File: config.mk
export PLATFORM = sky130hd
export DESIGN_NAME = qenc_timer
export DESIGN_NICKNAME = d
export VERILOG_FILES = /design/src/rtl/qenc_pkg.sv /design/src/rtl/qenc_decode.sv /design/src/rtl/qenc_ceiling.sv /design/src/rtl/qenc_counter.sv /design/src/rtl/qenc_timer.sv
export SDC_FILE = /design/constraint.sdc
export NUM_CORES = 1
export LEC_CHECK = 0
export BUFFER_PORTS_ARGS = -buffer_cell sky130_fd_sc_hd__buf_2
export CORE_ASPECT_RATIO = 1.75
export CORE_MARGIN = 1.5
export CORE_UTILIZATION = 40
export CTS_BUF_LIST = sky130_fd_sc_hd__clkbuf_4
export CTS_CLUSTER_DIAMETER = 150
export DETAILED_ROUTE_END_ITERATION = 12
export PLACE_DENSITY_LB_ADDON = 0.12
export SETUP_SLACK_MARGIN = 0.4
export SYNTH_ARGS = -nofsm -noshare
export SYNTH_HDL_FRONTEND = slang
export SYNTH_SLANG_ARGS = --single-unit
File: constraint.sdc
create_clock -name clk_i -period 5.4 [get_ports clk_i]
set_clock_uncertainty 0.15 [all_clocks]
set_input_delay 0.27 -clock clk_i [delete_from_list [all_inputs] [get_ports clk_i]]
set_output_delay 0.27 -clock clk_i [all_outputs]
set_load 0.01 [all_outputs]
File: src/rtl/qenc_pkg.sv
package qenc_pkg;
  localparam int ADDR_W = 3;

  localparam logic [ADDR_W-1:0] REG_CTRL  = 3'd0;
  localparam logic [ADDR_W-1:0] REG_MODE  = 3'd1;
  localparam logic [ADDR_W-1:0] REG_COUNT = 3'd2;
  localparam logic [ADDR_W-1:0] REG_CEIL  = 3'd3;
  localparam logic [ADDR_W-1:0] REG_EVENT = 3'd4;

  localparam int CTRL_EN  = 0;
  localparam int CTRL_PRE = 1;
  localparam int CTRL_DIR = 4;

  localparam logic [2:0] MODE_CLK = 3'd0;
  localparam logic [2:0] MODE_XA  = 3'd1;
  localparam logic [2:0] MODE_XB  = 3'd2;
  localparam logic [2:0] MODE_X4  = 3'd3;
endpackage

File: src/rtl/qenc_decode.sv
module qenc_decode
  import qenc_pkg::*;
(
  input  logic       clk_i,
  input  logic       rst_ni,
  input  logic       a_i,
  input  logic       b_i,
  input  logic [2:0] mode_i,
  output logic       a_prev_o,
  output logic       b_prev_o,
  output logic       step_o,
  output logic       up_o
);
  logic a_q, b_q;
  logic a_chg, b_chg, solo_a, solo_b, up_a, up_b;

  always_ff @(posedge clk_i or negedge rst_ni) begin
    if (!rst_ni) begin
      a_q <= 1'b0;
      b_q <= 1'b0;
    end else begin
      a_q <= a_i;
      b_q <= b_i;
    end
  end

  assign a_chg  = a_i ^ a_q;
  assign b_chg  = b_i ^ b_q;
  assign solo_a = a_chg & ~b_chg;
  assign solo_b = b_chg & ~a_chg;
  // forward quadrature: 00 -> 10 -> 11 -> 01 -> 00
  assign up_a   = a_i ^ b_i;
  assign up_b   = ~(a_i ^ b_i);

  always_comb begin
    step_o = 1'b0;
    up_o   = 1'b1;
    unique case (mode_i)
      MODE_CLK: begin
        step_o = 1'b1;
        up_o   = 1'b1;
      end
      MODE_XA: begin
        step_o = solo_a;
        up_o   = up_a;
      end
      MODE_XB: begin
        step_o = solo_b;
        up_o   = up_b;
      end
      MODE_X4: begin
        step_o = solo_a | solo_b;
        up_o   = solo_a ? up_a : up_b;
      end
      default: begin
        step_o = 1'b0;
        up_o   = 1'b1;
      end
    endcase
  end

  assign a_prev_o = a_q;
  assign b_prev_o = b_q;
endmodule

File: src/rtl/qenc_ceiling.sv
module qenc_ceiling #(
  parameter int CNT_W = 16
) (
  input  logic             clk_i,
  input  logic             rst_ni,
  input  logic             preload_i,
  input  logic             wr_i,
  input  logic [CNT_W-1:0] wdata_i,
  input  logic             update_i,
  output logic [CNT_W-1:0] ceil_o
);
  logic [CNT_W-1:0] pend_q, ceil_q;

  always_ff @(posedge clk_i or negedge rst_ni) begin
    if (!rst_ni) begin
      pend_q <= '1;
      ceil_q <= '1;
    end else begin
      if (wr_i) begin
        pend_q <= wdata_i;
        if (!preload_i) ceil_q <= wdata_i;
      end else if (update_i) begin
        ceil_q <= pend_q;
      end
    end
  end

  assign ceil_o = ceil_q;
endmodule

File: src/rtl/qenc_counter.sv
module qenc_counter #(
  parameter int CNT_W = 16
) (
  input  logic             clk_i,
  input  logic             rst_ni,
  input  logic             en_i,
  input  logic             step_i,
  input  logic             up_i,
  input  logic [CNT_W-1:0] ceil_i,
  input  logic             wr_i,
  input  logic [CNT_W-1:0] wdata_i,
  output logic [CNT_W-1:0] cnt_o,
  output logic             dir_o
);
  logic [CNT_W-1:0] cnt_q, cnt_inc, cnt_dec;
  logic             dir_q, adv;

  assign adv     = en_i & step_i;
  assign cnt_inc = (cnt_q >= ceil_i) ? '0 : cnt_q + 1'b1;
  assign cnt_dec = (cnt_q == '0) ? ceil_i : cnt_q - 1'b1;

  always_ff @(posedge clk_i or negedge rst_ni) begin
    if (!rst_ni) begin
      cnt_q <= '0;
      dir_q <= 1'b0;
    end else begin
      if (wr_i)     cnt_q <= wdata_i;
      else if (adv) cnt_q <= up_i ? cnt_inc : cnt_dec;
      if (adv) dir_q <= ~up_i;
    end
  end

  assign cnt_o = cnt_q;
  assign dir_o = dir_q;
endmodule

File: src/rtl/qenc_timer.sv
module qenc_timer
  import qenc_pkg::*;
#(
  parameter int CNT_W = 16
) (
  input  logic             clk_i,
  input  logic             rst_ni,
  input  logic             a_i,
  input  logic             b_i,
  input  logic [2:0]       addr_i,
  input  logic             we_i,
  input  logic [CNT_W-1:0] wdata_i,
  output logic [CNT_W-1:0] rdata_o
);
  logic             en_q, pre_q;
  logic [2:0]       mode_q;
  logic             step, up, a_prev, b_prev, dir;
  logic [CNT_W-1:0] cnt_q, ceil_q;
  logic             wr_ctrl, wr_mode, wr_cnt, wr_ceil, upd;

  assign wr_ctrl = we_i && (addr_i == REG_CTRL);
  assign wr_mode = we_i && (addr_i == REG_MODE);
  assign wr_cnt  = we_i && (addr_i == REG_COUNT);
  assign wr_ceil = we_i && (addr_i == REG_CEIL);
  assign upd     = we_i && (addr_i == REG_EVENT) && wdata_i[0];

  always_ff @(posedge clk_i or negedge rst_ni) begin
    if (!rst_ni) begin
      en_q   <= 1'b0;
      pre_q  <= 1'b0;
      mode_q <= MODE_CLK;
    end else begin
      if (wr_ctrl) begin
        en_q  <= wdata_i[CTRL_EN];
        pre_q <= wdata_i[CTRL_PRE];
      end
      if (wr_mode) mode_q <= wdata_i[2:0];
    end
  end

  qenc_decode i_decode (
    .clk_i    (clk_i),
    .rst_ni   (rst_ni),
    .a_i      (a_i),
    .b_i      (b_i),
    .mode_i   (mode_q),
    .a_prev_o (a_prev),
    .b_prev_o (b_prev),
    .step_o   (step),
    .up_o     (up)
  );

  qenc_ceiling #(.CNT_W(CNT_W)) i_ceiling (
    .clk_i     (clk_i),
    .rst_ni    (rst_ni),
    .preload_i (pre_q),
    .wr_i      (wr_ceil),
    .wdata_i   (wdata_i),
    .update_i  (upd),
    .ceil_o    (ceil_q)
  );

  qenc_counter #(.CNT_W(CNT_W)) i_counter (
    .clk_i   (clk_i),
    .rst_ni  (rst_ni),
    .en_i    (en_q),
    .step_i  (step),
    .up_i    (up),
    .ceil_i  (ceil_q),
    .wr_i    (wr_cnt),
    .wdata_i (wdata_i),
    .cnt_o   (cnt_q),
    .dir_o   (dir)
  );

  always_comb begin
    rdata_o = '0;
    unique case (addr_i)
      REG_CTRL: begin
        rdata_o[CTRL_EN]  = en_q;
        rdata_o[CTRL_PRE] = pre_q;
        rdata_o[CTRL_DIR] = dir;
      end
      REG_MODE:  rdata_o[2:0] = mode_q;
      REG_COUNT: rdata_o = cnt_q;
      REG_CEIL:  rdata_o = ceil_q;
      default:   rdata_o = '0;
    endcase
  end
endmodule

Word level (Yosys, flattened, before mapping)

Index checks and enable logic that the tools add are counted.

Add/sub/neg operators: 2
$lt $le $gt $ge: 1
Equal/unequal tests: 8
Mux-type cells: 16
Bitwise logic cells: 11
Reductions and logical operators: 12

Operator list:

| cell                  | number |
|---|---|
| $mux 16               | 8 |
| $pmux 11 s2           | 1 |
| $add 16x1->16 const B | 1 |
| $ge 16x16->1          | 1 |
| $logic_not 16->1      | 1 |
| $sub 16x1->16 const B | 1 |
| $eq 3x2->1 const B    | 4 |
| $pmux 1 s3            | 3 |
| $pmux 2 s4            | 1 |
| $eq 3x1->1 const B    | 2 |
| $logic_and 1x1->1     | 6 |
| $logic_not 3->1       | 2 |
| $not 1->1             | 4 |
| $pmux 1 s4            | 1 |
| $reduce_bool 2->1     | 2 |
| $and 1x1->1           | 3 |
| $eq 3x3->1 const B    | 1 |
| $xor 1x1->1           | 3 |
| $ne 2x2->1 const B    | 1 |
| $pmux 1 s2            | 1 |
| $reduce_and 2->1      | 1 |
| $mux 1                | 1 |
| $or 1x1->1            | 1 |

Flip-flop bits (word level): 56
Bits of input ports: 24
Output and inout port bits: 16
Word-level logic and storage cells: 59

Logic depth before layout (Yosys ltp)

Gate-level depths: netlist of the first run.

Word-level depth: 8
Gate-level depth with buffers: 10
Gate-level depth less buffers: 9

Modules after synthesis

A second synthesis of the first run with hierarchy kept.

Cell total of the unflattened synthesis: 463
Area, all modules: 4684.5 um^2

Modules (own cells, without submodules):

| module       | times used | cells an instance | area an instance (um^2) | seq. area each (um^2) |
|---|---|---|---|---|
| qenc_counter | 1          | 284               | 2244.7                  | 425.4 |
| qenc_ceiling | 1          | 104               | 1657.8                  | 840.8 |
| qenc_timer   | 1          | 57                | 606.8                   | 125.1 |
| qenc_decode  | 1          | 18                | 175.2                   | 50.0 |

Worst setup path before layout of the first run

No wires, ideal clock.

Path kind: flip-flop to flip-flop
Start: register i_counter.cnt_q[0] (netlist: i_counter.cnt_o[0])
End: register i_counter.cnt_q[4] (netlist: i_counter.cnt_o[4])
Library setup time: 0.068 ns
Arrival: 2.249 ns
Slack: 2.933 ns
Stages on the path, launching flop included: 9
Buffers on the path: 0
Cells stage by stage: dfrtp_1 > inv_1 > ha_1 > nand2b_1 > a2111oi_0 > o31a_1 > nand4_1 > o311ai_1 > a32o_1

Longest elaborated chain between the ends: 5
Elaborated cells on any way between the ends: 9
Those cells by class: add/sub (2); order compare (1); mux (5); reduce/logical (1)

RTL lines:

| item                                        | line                                   | RTL |
|---|---|---|
| start, declared                             | qenc_counter.sv:15                     | `logic [CNT_W-1:0] cnt_q, cnt_inc, cnt_dec;` |
| start signal, assigned                      | qenc_counter.sv:27                     | `if (wr_i) cnt_q <= wdata_i;` |
| start signal, assigned                      | qenc_counter.sv:28                     | `else if (adv) cnt_q <= up_i ? cnt_inc : cnt_dec;` |
| $sub 16x1->16, or another cell as far along | qenc_counter.sv:20                     | `assign cnt_dec = (cnt_q == '0) ? ceil_i : cnt_q - 1'b1;` |
| $mux 16 (on tied branches)                  | qenc_counter.sv:20, qenc_counter.sv:19 |  |
| $mux 16 (*) (2 in series)                   | qenc_counter.sv:28                     |  |
| $mux 16 (*)                                 | qenc_counter.sv:27                     |  |

Mark *: on every way between the ends. The rest lies on a longest branch, timed or not. The select of a mux whose other input is x is not followed.
A chain may end at the register's enable or synchronous reset.

Final worst setup path of the first run

Same ends and word-level chain as after synthesis.

==> insert_results.sql, run 1 <==
INSERT INTO impl_metrics (metric_group, metric, value, unit) VALUES
('finish', 'syn2layout_area_growth', '12.8', '%'),
('setup_path', 'r2r_cells', '8', ''),
('power', 'switching_share', '44.9', '%'),
('finish', 'drive_above_1_share', '25.4', '%'),
('yosys', 'synth-edff-count', '0', ''),
('sta', 'timing.max_slew.rel_slack', '29.5', '%'),
('setup_path', 'critPathMaxFanout', '9', ''),
('setup_path', 'required', '5.60', 'ns'),
('worst_hold_path', 'timing.hold.worst.class', 'primary input to flop', ''),
('floorplanning', 'chip_width', '78.5', 'um'),
('power', 'p_leak', '1.96', 'nW'),
('yosys', 'synth-async-reset-ratio', '100', '%'),
('routing', 'total_via_count_after_detailed_routing', '3343', ''),
('worst_hold_path', 'hold_start', 'wdata_i[0]', ''),
('yosys', 'syn-mean-instance-area', '9.27', 'um^2'),
('cts', 'hold_buffers', '18', ''),
('routing', 'drcViolationCount', '0', ''),
('cts', 'gates_resized_cts_repair', '0', ''),
('sta', 'time_the_worst_path_needs_with_i_o_delays_and_setup', '3.18', 'ns'),
('power', 'clkPwrFrac', '10.9', '%'),
('floorplanning', 'initial_core_util', '40.8', '%'),
('setup_path', 'rrSetupSlack', '2.22', 'ns'),
('power', 'comb_power_share', '44.3', '%'),
('yosys', 'ys.warnings.count', '0', ''),
('placement', 'port_buffers', '39', ''),
('power', 'pwr-share-seq', '44.8', '%'),
('floorplanning', 'die_area', '10600', 'um^2'),
('floorplanning', 'top_level_ports', '40', ''),
('yosys', 'fraction_of_the_yosys_area_taken_by_sequential_cells', '36.1', '%'),
('setup_path', 'buf_inv_stages_crit_path', '1', ''),
('setup_path', 'critPathKind', 'flop to flop', ''),
('finish', 'nNetsFinal', '516', ''),
('cts', 'clock-root-buffer', 'clkbuf_4', ''),
('worst_hold_path', 'hold-path-endpoint', 'en_q', ''),
('placement', 'dp_hpwl', '8.07', 'mm'),
('yosys', 'yosysUniqueCellTypes', '59', ''),
('cts', 'cts_setup_buffers', '0', ''),
('cts', 'numCtsBuffers', '5', ''),
('flow_run', 'maxCapViolCount', '0', ''),
('cts', 'cts_max_path_buffers', '2', ''),
('routing', 'route.final.wire_length', '11.2', 'mm'),
('worst_hold_path', 'holdPathStages', '2', ''),
('global_routing', 'grt_antenna_before_repair', '1', ''),
('yosys', 'area_of_the_mapped_netlist', '4000', 'um^2'),
('floorplanning', 'fp-row-count', '48', ''),
('yosys', 'synthMostInstantiatedCell', 'nor2_1', ''),
('placement', 'place.gp.congestion', '0.889', ''),
('finish', 'final.fill_count', '978', ''),
('setup_path', 'path_cells', 'inv_1 > ha_1 > nand2b_1 > a2111oi_0 > o31a_1 > nand4_1 > o311ai_1 > a32o_1', ''),
('yosys', 'netlist.area_leader.share', '21.0', '%'),
('finish', 'post_layout_nonfiller_instances', '598', ''),
('sta', 'number_of_hold_violations_in_the_final_report', '0', ''),
('sta', 'setup_violations', '0', ''),
('global_routing', 'grt_start_max_net_pins', '57', ''),
('floorplanning', 'dieHeight', '135', 'um'),
('yosys', 'synth-seq-cells', '56', ''),
('routing', 'wire_per_inst', '18.8', 'um'),
('floorplanning', 'fp.coreArea', '9790', 'um^2'),
('yosys', 'syn_nets', '476', ''),
('routing', 'antenna_left', '0', ''),
('setup_path', 'critPathSlowestCell', 'dfrtp_1', ''),
('yosys', 'synth_flop_cell', 'dfstp_2', ''),
('power', 'switching_power', '0.834', 'mW'),
('sta', 'timing_worst_slew_pin_value', '1.06', 'ns'),
('global_routing', 'grt_first_pass_wirelength', '18.0', 'mm'),
('sta', 'final_period_utilization', '58.9', '%'),
('placement', 'post-place-cells', '571', ''),
('outcome', 'run_status', 'finished, final reports clean', ''),
('setup_path', 'setup.worst_path.start_class', 'flop', ''),
('power', 'powerDensity', '412', 'nW/um^2'),
('power', 'ir_worst_vdd', '0.189', 'mV');
==> final cells by class <==
type | instances | area (um^2) | area share, %
Timing Repair Buffer | 62 | 413 | 9.16
Multi-Input combinational cell | 321 | 2340 | 51.9
Sequential cell | 56 | 1440 | 32.0
Tap cell | 125 | 156 | 3.47
Antenna cell | 1 | 2.50 | 0.0555
Clock inverter | 2 | 16.3 | 0.361
Inverter | 25 | 93.8 | 2.08
Clock buffer | 6 | 45.0 | 1.00
==> through the flow <==
step	instance area (um^2)	hold slack [ns]	worst slack [ns]	total power, mW
after floorplan	4000	-0.176	2.93	1.41
after global placement	4260	0.276	2.35	1.63
after detailed placement	4260	0.281	2.28	1.65
after CTS	4500	0.00546	2.21	1.86
after global routing	4510	0.00211	1.95	2.01
final	4510	0.0188	2.22	1.86
==> how the worst max path moves through the flow <==
stage,from,endpoint,depth (start not counted)
after floorplan,i_counter.cnt_o[0],i_counter.cnt_o[4],8
after global placement,i_counter.cnt_o[0],i_counter.cnt_o[4],8
after detailed placement,i_counter.cnt_o[0],i_counter.cnt_o[4],8
after CTS,i_counter.cnt_o[0],i_counter.cnt_o[4],8
after global routing,i_counter.cnt_o[0],i_counter.cnt_o[4],8
final,i_counter.cnt_o[0],i_counter.cnt_o[4],8
==> cells in the final DEF (no fill, tap or decap), drive strengths merged, types with 8 or more instances in the layout <==
cell,netlist,routed
nor2,43,43
dlygate4sd3,0,18
xnor2,12,12
mux2,23,23
xor2,10,10
a21oi,22,22
nand2,26,26
o22ai,10,10
a31oi,12,12
inv,25,25
nand4,8,8
nand3,12,12
dfstp,32,32
buf,14,44
o21ai,24,24
dfrtp,24,24
mux2i,14,14
o211ai,10,10
ha,21,21
==> sequential cells by signal, indices dropped and copies added, names as in the netlist <==
signal,count
i_counter.dir_o,1
mode_q,3
i_decode.a_prev_o,1
pre_q,1
i_decode.b_prev_o,1
en_q,1
i_ceiling.ceil_o,16
i_counter.cnt_o,16
i_ceiling.pend_q,16
==> power by group through the flow <==
stage	clock (mW)	sequential [mW]	combinational, mW
3_3_place_gp	0	0.832	0.799
5_1_grt	0.225	0.857	0.926
4_1_cts	0.210	0.830	0.825
3_5_place_dp	0	0.838	0.810
6_report	0.203	0.832	0.823
2_1_floorplan	0	0.673	0.732
==> layer usage <==
metal  vias to the layer above  track usage, %  wire length [um]
met4                         0            9.52               327
met1                      1630            23.9              4400
met5                         -               0                 0
li1                       1630               -                 -
met2                        66            43.0              6240
met3                        17            2.63               271
==> logic make-up (layout without fill, tap and decap cells) <==
| family | count (synthesis) | in the layout | share of synthesized area, % |
|---|---|---|---|
| compound gates | 102 | 102 | 16.5 |
| xor+xnor | 22 | 22 | 4.82 |
| fa+ha+maj | 21 | 21 | 6.58 |
| buf+inv | 54 | 95 | 5.51 |
| flops | 56 | 56 | 36.1 |
| mux | 39 | 39 | 11.2 |
| other cells | 0 | 1 | 0 |
| simple gates | 137 | 137 | 19.3 |
Power figures use the tool's default switching activity.
==> run 2, diff against run 1 <==
Clock period 5.4 ns to 2.6 ns, I/O delays scaled along.
==> insert_results.sql, run 2 (synthesis gave the netlist of run 1 again) <==
INSERT INTO impl_metrics (metric_group, metric, value, unit) VALUES
('setup_path', 'r2r_cells', '8', ''),
('cts', 'cts.reportedPaths.clkPinSlew', '0.18', 'ns'),
('global_routing', 'track_usage', '25.2', '%'),
('floorplanning', 'die_area', '10600', 'um^2'),
('sta', 'final_period_utilization', '95.7', '%'),
('routing', 'first_iter_violations', '166', ''),
('cts', 'cts_max_path_buffers', '2', ''),
('worst_hold_path', 'hold-path-endpoint', 'i_ceiling.ceil_o[3]', ''),
('finish', 'finish.instance_area', '5120', 'um^2'),
('cts', 'clock_insertion_delay_worst_skew', '0.41', 'ns'),
('setup_path', 'regToRegEndpoint', 'i_counter.cnt_o[11]', ''),
('setup_path', 'setup.worst_path.start_class', 'flop', ''),
('global_routing', 'grt_start_max_net_pins', '32', ''),
('placement', 'port_buffers', '39', ''),
('setup_path', 'worst_setup_path_end_kind', 'flop', ''),
('placement', 'place.gp.congestion', '0.898', ''),
('setup_path', 'critPathMaxFanout', '7', ''),
('sta', 'timing_worst_slew_pin_value', '0.676', 'ns'),
('floorplanning', 'dieHeight', '135', 'um'),
('sta', 'layout_setup_ws', '0.112', 'ns'),
('global_routing', 'grt_remaining_overflow', '0', ''),
('sta', 'slew_violations', '0', ''),
('sta', 'timing.max_slew.rel_slack', '54.9', '%'),
('cts', 'numCtsBuffers', '5', ''),
('routing', 'routed_via_density', '5.62', ''),
('routing', 'antenna_left', '0', ''),
('global_routing', 'grt_antenna_before_repair', '1', ''),
('routing', 'total_via_count_after_detailed_routing', '3634', ''),
('setup_path', 'critPathKind', 'flop to flop', ''),
('finish', 'drive_above_1_share', '38.8', '%'),
('setup_path', 'r2r-start', 'i_ceiling.ceil_o[15]', ''),
('sta', 'achievable-frequency', '402', 'MHz'),
('worst_hold_path', 'timing.hold.worst.class', 'primary input to flop', ''),
('placement', 'dp_worst_setup_slack', '0.0257', 'ns'),
('worst_hold_path', 'holdPathStages', '5', ''),
('sta', 'time_the_worst_path_needs_with_i_o_delays_and_setup', '2.49', 'ns'),
('sta', 'setup_violations', '0', ''),
('finish', 'register_area', '1440', 'um^2'),
('finish', 'mostFrequentLayoutCell', 'buf_4', ''),
('setup_path', 'rrSetupSlack', '0.11', 'ns'),
('sta', 'final.hold.worst_slack', '0.109', 'ns'),
('floorplanning', 'initial_core_util', '40.8', '%'),
('floorplanning', 'fp-row-count', '48', ''),
('finish', 'syn2layout_area_growth', '28.2', '%'),
('cts', 'cts_tree', 'done', ''),
('outcome', 'run_status', 'finished, final reports clean', ''),
('power', 'ir_worst_vdd', '0.416', 'mV'),
('power', 'p_leak', '2.22', 'nW'),
('routing', 'route.final.wire_length', '12.6', 'mm'),
('setup_path', 'required', '2.75', 'ns'),
('floorplanning', 'fp.coreArea', '9790', 'um^2'),
('worst_hold_path', 'hold_start', 'we_i', ''),
('finish', 'nNetsFinal', '565', ''),
('placement', 'placed_cell_area', '4620', 'um^2'),
('sta', 'tns', '0', 'ns'),
('sta', 'number_of_hold_violations_in_the_final_report', '0', ''),
('sta', 'setup_repair_after_global_routing_missed_its_margin', 'yes', ''),
('routing', 'wire_per_inst', '19.5', 'um'),
('placement', 'dp_hpwl', '9.38', 'mm'),
('flow_run', 'maxCapViolCount', '0', ''),
('cts', 'cts_sinks', '56', ''),
('routing', 'drtPass1Iterations', '4', ''),
('routing', 'drcViolationCount', '0', ''),
('setup_path', 'timing.critical_path.arrival', '2.64', 'ns'),
('floorplanning', 'top_level_ports', '40', ''),
('global_routing', 'grt_pass1_vias', '3711', ''),
('floorplanning', 'chip_width', '78.5', 'um'),
('finish', 'area_of_the_multi_input_gates', '2550', 'um^2'),
('finish', 'final.fill_count', '930', ''),
('cts', 'cts-htree-levels', '2', ''),
('global_routing', 'grt_first_pass_wirelength', '20.1', 'mm'),
('cts', 'clock-root-buffer', 'clkbuf_4', ''),
('power', 'powerDensity', '911', 'nW/um^2'),
('finish', 'mostFrequentLayoutCells', '46 x buf_4, 42 x nor2_1, 39 x buf_2', '');
==> run 2: how the worst max path moves through the flow <==
stage | to | startpoint | slack (ns)
after CTS | i_counter.cnt_o[4] | i_ceiling.ceil_o[11] | 0.14
final | i_counter.cnt_o[11] | i_ceiling.ceil_o[15] | 0.11
after detailed placement | i_counter.cnt_o[11] | i_ceiling.ceil_o[8] | 0.03
after global routing | i_counter.cnt_o[2] | i_ceiling.ceil_o[5] | 0.04
after global placement | i_counter.cnt_o[11] | i_ceiling.ceil_o[9] | 0.08
after floorplan | i_counter.cnt_o[11] | i_ceiling.ceil_o[9] | 0.27
==> run 2: through the flow <==
step	power, mW	utilization [%]	std cells
4_1_cts	4.60	51.5	645
6_report	4.67	52.3	647
5_1_grt	5.00	52.3	647
2_1_floorplan	3.03	-	431
3_3_place_gp	3.86	47.2	606
3_5_place_dp	3.90	47.2	606
==> run 2: critical path, cell delays in order, from the launching register on <==
cell     delay [ns]
dfstp_2        0.58
inv_2          0.06
ha_4           0.27
and4_4         0.22
nand4_1        0.11
o31a_1         0.32
and4_4         0.22
a32o_1         0.23
a211o_1        0.23
==> run 2: metal layers <==
metal / part of all wire (%) / global-route usage [%] / vias to the layer above
li1: - / - / 1740
met5: 0 / 0 / -
met4: 2.9 / 10.1 / 0
met2: 56 / 47.8 / 74
met3: 2.8 / 2.90 / 25
met1: 38 / 27.8 / 1795
==> run 2: what timing repair did <==
item | 4_1_cts | 5_1_grt
setup buffers | 12 | 1
resized for setup | 17 | 15
hold buffers | 19 | 0
endpoints found under the setup margin | 16 | 17
endpoints found under the hold margin | 67 | 0
pin swaps | 10 | 7
==> run 2: cell type report <==
class                      count  share of cell area [%]
antenna                        1                  0.0489
clock buffer                   5                   0.733
clock inverter                 3                   0.269
inverter                      25                    1.83
multi-input combinational    321                    49.8
sequential                    56                    28.2
tap                          125                    3.05
timing repair buffer         111                    16.1
==> run 2: power breakdown <==
group          internal [mW]  switching (mW)  total [mW]
clock network          0.100           0.294       0.394
logic                   1.34            1.46        2.80
registers               1.22           0.248        1.47
==> run 3, diff against run 2 <==
Settings changed: SETUP_SLACK_MARGIN 0.4 to 0.2.
==> insert_results.sql, run 3 (synthesis gave the netlist of run 1 again) <==
INSERT INTO impl_metrics (metric_group, metric, value, unit) VALUES
('outcome', 'run_status', 'finished, violations left', ''),
('outcome', 'failed_checks', 'setup timing', ''),
('floorplanning', 'dieHeight', '135', 'um'),
('setup_path', 'r2r_cells', '9', ''),
('routing', 'route.final.wire_length', '13.0', 'mm'),
('finish', 'mostFrequentLayoutCell', 'buf_4', ''),
('floorplanning', 'initial_core_util', '40.8', '%'),
('finish', 'drive_above_1_share', '38.0', '%'),
('global_routing', 'track_usage', '25.8', '%'),
('power', 'ir_worst_vdd', '0.411', 'mV'),
('cts', 'cts_max_path_buffers', '2', ''),
('routing', 'wire_per_inst', '20.0', 'um'),
('placement', 'dp_hpwl', '9.88', 'mm'),
('floorplanning', 'fp.coreArea', '9790', 'um^2'),
('setup_path', 'required', '2.78', 'ns'),
('flow_run', 'maxCapViolCount', '0', ''),
('setup_path', 'critPathKind', 'flop to flop', ''),
('setup_path', 'regToRegEndpoint', 'i_counter.cnt_o[2]', ''),
('finish', 'antenna-diode-count', '0', ''),
('placement', 'place.gp.congestion', '0.941', ''),
('placement', 'port_buffers', '39', ''),
('global_routing', 'grt_antenna_before_repair', '0', ''),
('worst_hold_path', 'timing.hold.worst.class', 'primary input to async pin', ''),
('sta', 'setup_violations', '1', ''),
('placement', 'post-place-cells', '616', ''),
('routing', 'drtPass1Iterations', '5', ''),
('sta', 'time_the_worst_path_needs_with_i_o_delays_and_setup', '2.61', 'ns'),
('floorplanning', 'top_level_ports', '40', ''),
('setup_path', 'setup.worst_path.start_class', 'flop', ''),
('finish', 'mostFrequentLayoutCells', '56 x buf_4, 42 x nor2_1, 39 x buf_2', ''),
('global_routing', 'grt_remaining_overflow', '0', ''),
('floorplanning', 'fp-row-count', '48', ''),
('cts', 'cts.reportedPaths.clkPinSlew', '0.16', 'ns'),
('floorplanning', 'die_area', '10600', 'um^2'),
('routing', 'antenna_left', '0', ''),
('floorplanning', 'chip_width', '78.5', 'um'),
('finish', 'nNetsFinal', '571', ''),
('power', 'switching_share', '42.5', '%'),
('routing', 'routed_via_density', '5.64', ''),
('global_routing', 'grt_first_pass_wirelength', '20.6', 'mm'),
('routing', 'drcViolationCount', '0', ''),
('finish', 'post_layout_nonfiller_instances', '652', ''),
('power', 'comb_power_share', '60.8', '%'),
('sta', 'number_of_hold_violations_in_the_final_report', '0', ''),
('setup_path', 'rrSetupSlack', '-0.01', 'ns'),
('routing', 'first_iter_violations', '227', ''),
('power', 'clkPwrFrac', '8.7', '%'),
('cts', 'cts-htree-levels', '2', ''),
('power', 'p_leak', '2.26', 'nW'),
('sta', 'final_period_utilization', '100', '%'),
('sta', 'setup_repair_after_global_routing_missed_its_margin', 'yes', ''),
('setup_path', 'timing.critical_path.arrival', '2.79', 'ns'),
('power', 'design_power_total', '4.69', 'mW'),
('sta', 'achievable-frequency', '383', 'MHz'),
('cts', 'cts_sinks', '56', ''),
('cts', 'numCtsBuffers', '5', ''),
('global_routing', 'grt_pass1_vias', '3941', ''),
('power', 'switching_power', '1.99', 'mW'),
('power', 'power.internal', '2.69', 'mW'),
('setup_path', 'worst_setup_path_end_kind', 'flop', ''),
('sta', 'timing_worst_slew_pin_value', '0.989', 'ns'),
('setup_path', 'critPathMaxFanout', '8', ''),
('cts', 'cts_tree', 'done', ''),
('global_routing', 'grt_start_max_net_pins', '34', ''),
('cts', 'clock_insertion_delay_worst_skew', '0.40', 'ns'),
('power', 'powerDensity', '910', 'nW/um^2'),
('routing', 'total_via_count_after_detailed_routing', '3678', ''),
('setup_path', 'first_element_of_the_critical_path', 'i_ceiling.ceil_o[0]', ''),
('sta', 'timing.max_slew.rel_slack', '34.0', '%'),
('setup_path', 'r2r-start', 'i_ceiling.ceil_o[0]', ''),
('sta', 'slew_violations', '0', ''),
('sta', 'layout_setup_ws', '-0.00970', 'ns'),
('finish', 'syn2layout_area_growth', '28.9', '%'),
('power', 'pwr-share-seq', '30.5', '%'),
('cts', 'clock-root-buffer', 'clkbuf_4', '');
[run 3: metrics by stage]
stage	utilization (%)	TNS, ns	instance area [um^2]	worst slack [ns]	hold slack (ns)
floorplan	-	0	4000	0.202	-0.316
global placement	47.1	-3.08	4610	-0.292	0.00817
detailed placement	47.1	-3.76	4610	-0.351	0.0132
CTS	51.8	0	5070	0.0348	0.119
global route	52.6	-0.148	5150	-0.0561	0.131
finish	52.6	-0.00970	5150	-0.00970	0.0973
[run 3: power groups by stage]
stage,combinational [mW],sequential (mW),clock [mW]
final,2.85,1.43,0.407
after global routing,3.10,1.46,0.452
after CTS,2.77,1.43,0.430
after floorplan,1.52,1.40,0
after global placement,2.40,1.41,0
after detailed placement,2.42,1.43,0
[run 3: worst max path at each step]
stage / end / slack, ns / depth (start not counted)
2_1_floorplan: i_counter.cnt_o[4] / 0.20 / 8
3_3_place_gp: i_counter.cnt_o[4] / -0.29 / 9
3_5_place_dp: i_counter.cnt_o[2] / -0.35 / 9
4_1_cts: i_counter.cnt_o[2] / 0.03 / 9
5_1_grt: i_counter.cnt_o[2] / -0.06 / 9
6_report: i_counter.cnt_o[2] / -0.01 / 9
[run 3: timing repair]
item,in CTS,in global routing
buffers inserted,9,0
pin swaps,6,4
hold buffers,19,0
setup endpoints to repair,16,16
hold endpoints to repair,79,0
resized for setup,21,13
[run 3: cell type report]
cell class,instances,area (um^2)
clock buffers,7,52.6
clock inverters,1,3.75
fillers,974,4640
inverters,25,93.8
multi-input cells,321,2550
flip-flops and latches,56,1440
well taps,125,156
repair buffers,117,848
[run 3: per-layer routing]
layer | track usage, % | wire [um]
met5 | 0 | 0
met4 | 12.9 | 612
met3 | 3.30 | 386
met2 | 49.5 | 7180
met1 | 26.6 | 4850
[run 3: critical path: stages (launching register included)]
cell       delay, ns
dfstp_2         0.58
ha_4            0.19
nand2b_4        0.14
a2111oi_4       0.37
buf_4           0.18
o31a_1          0.15
nand4_1         0.16
buf_6           0.18
o311a_1         0.29
o2bb2ai_1       0.14
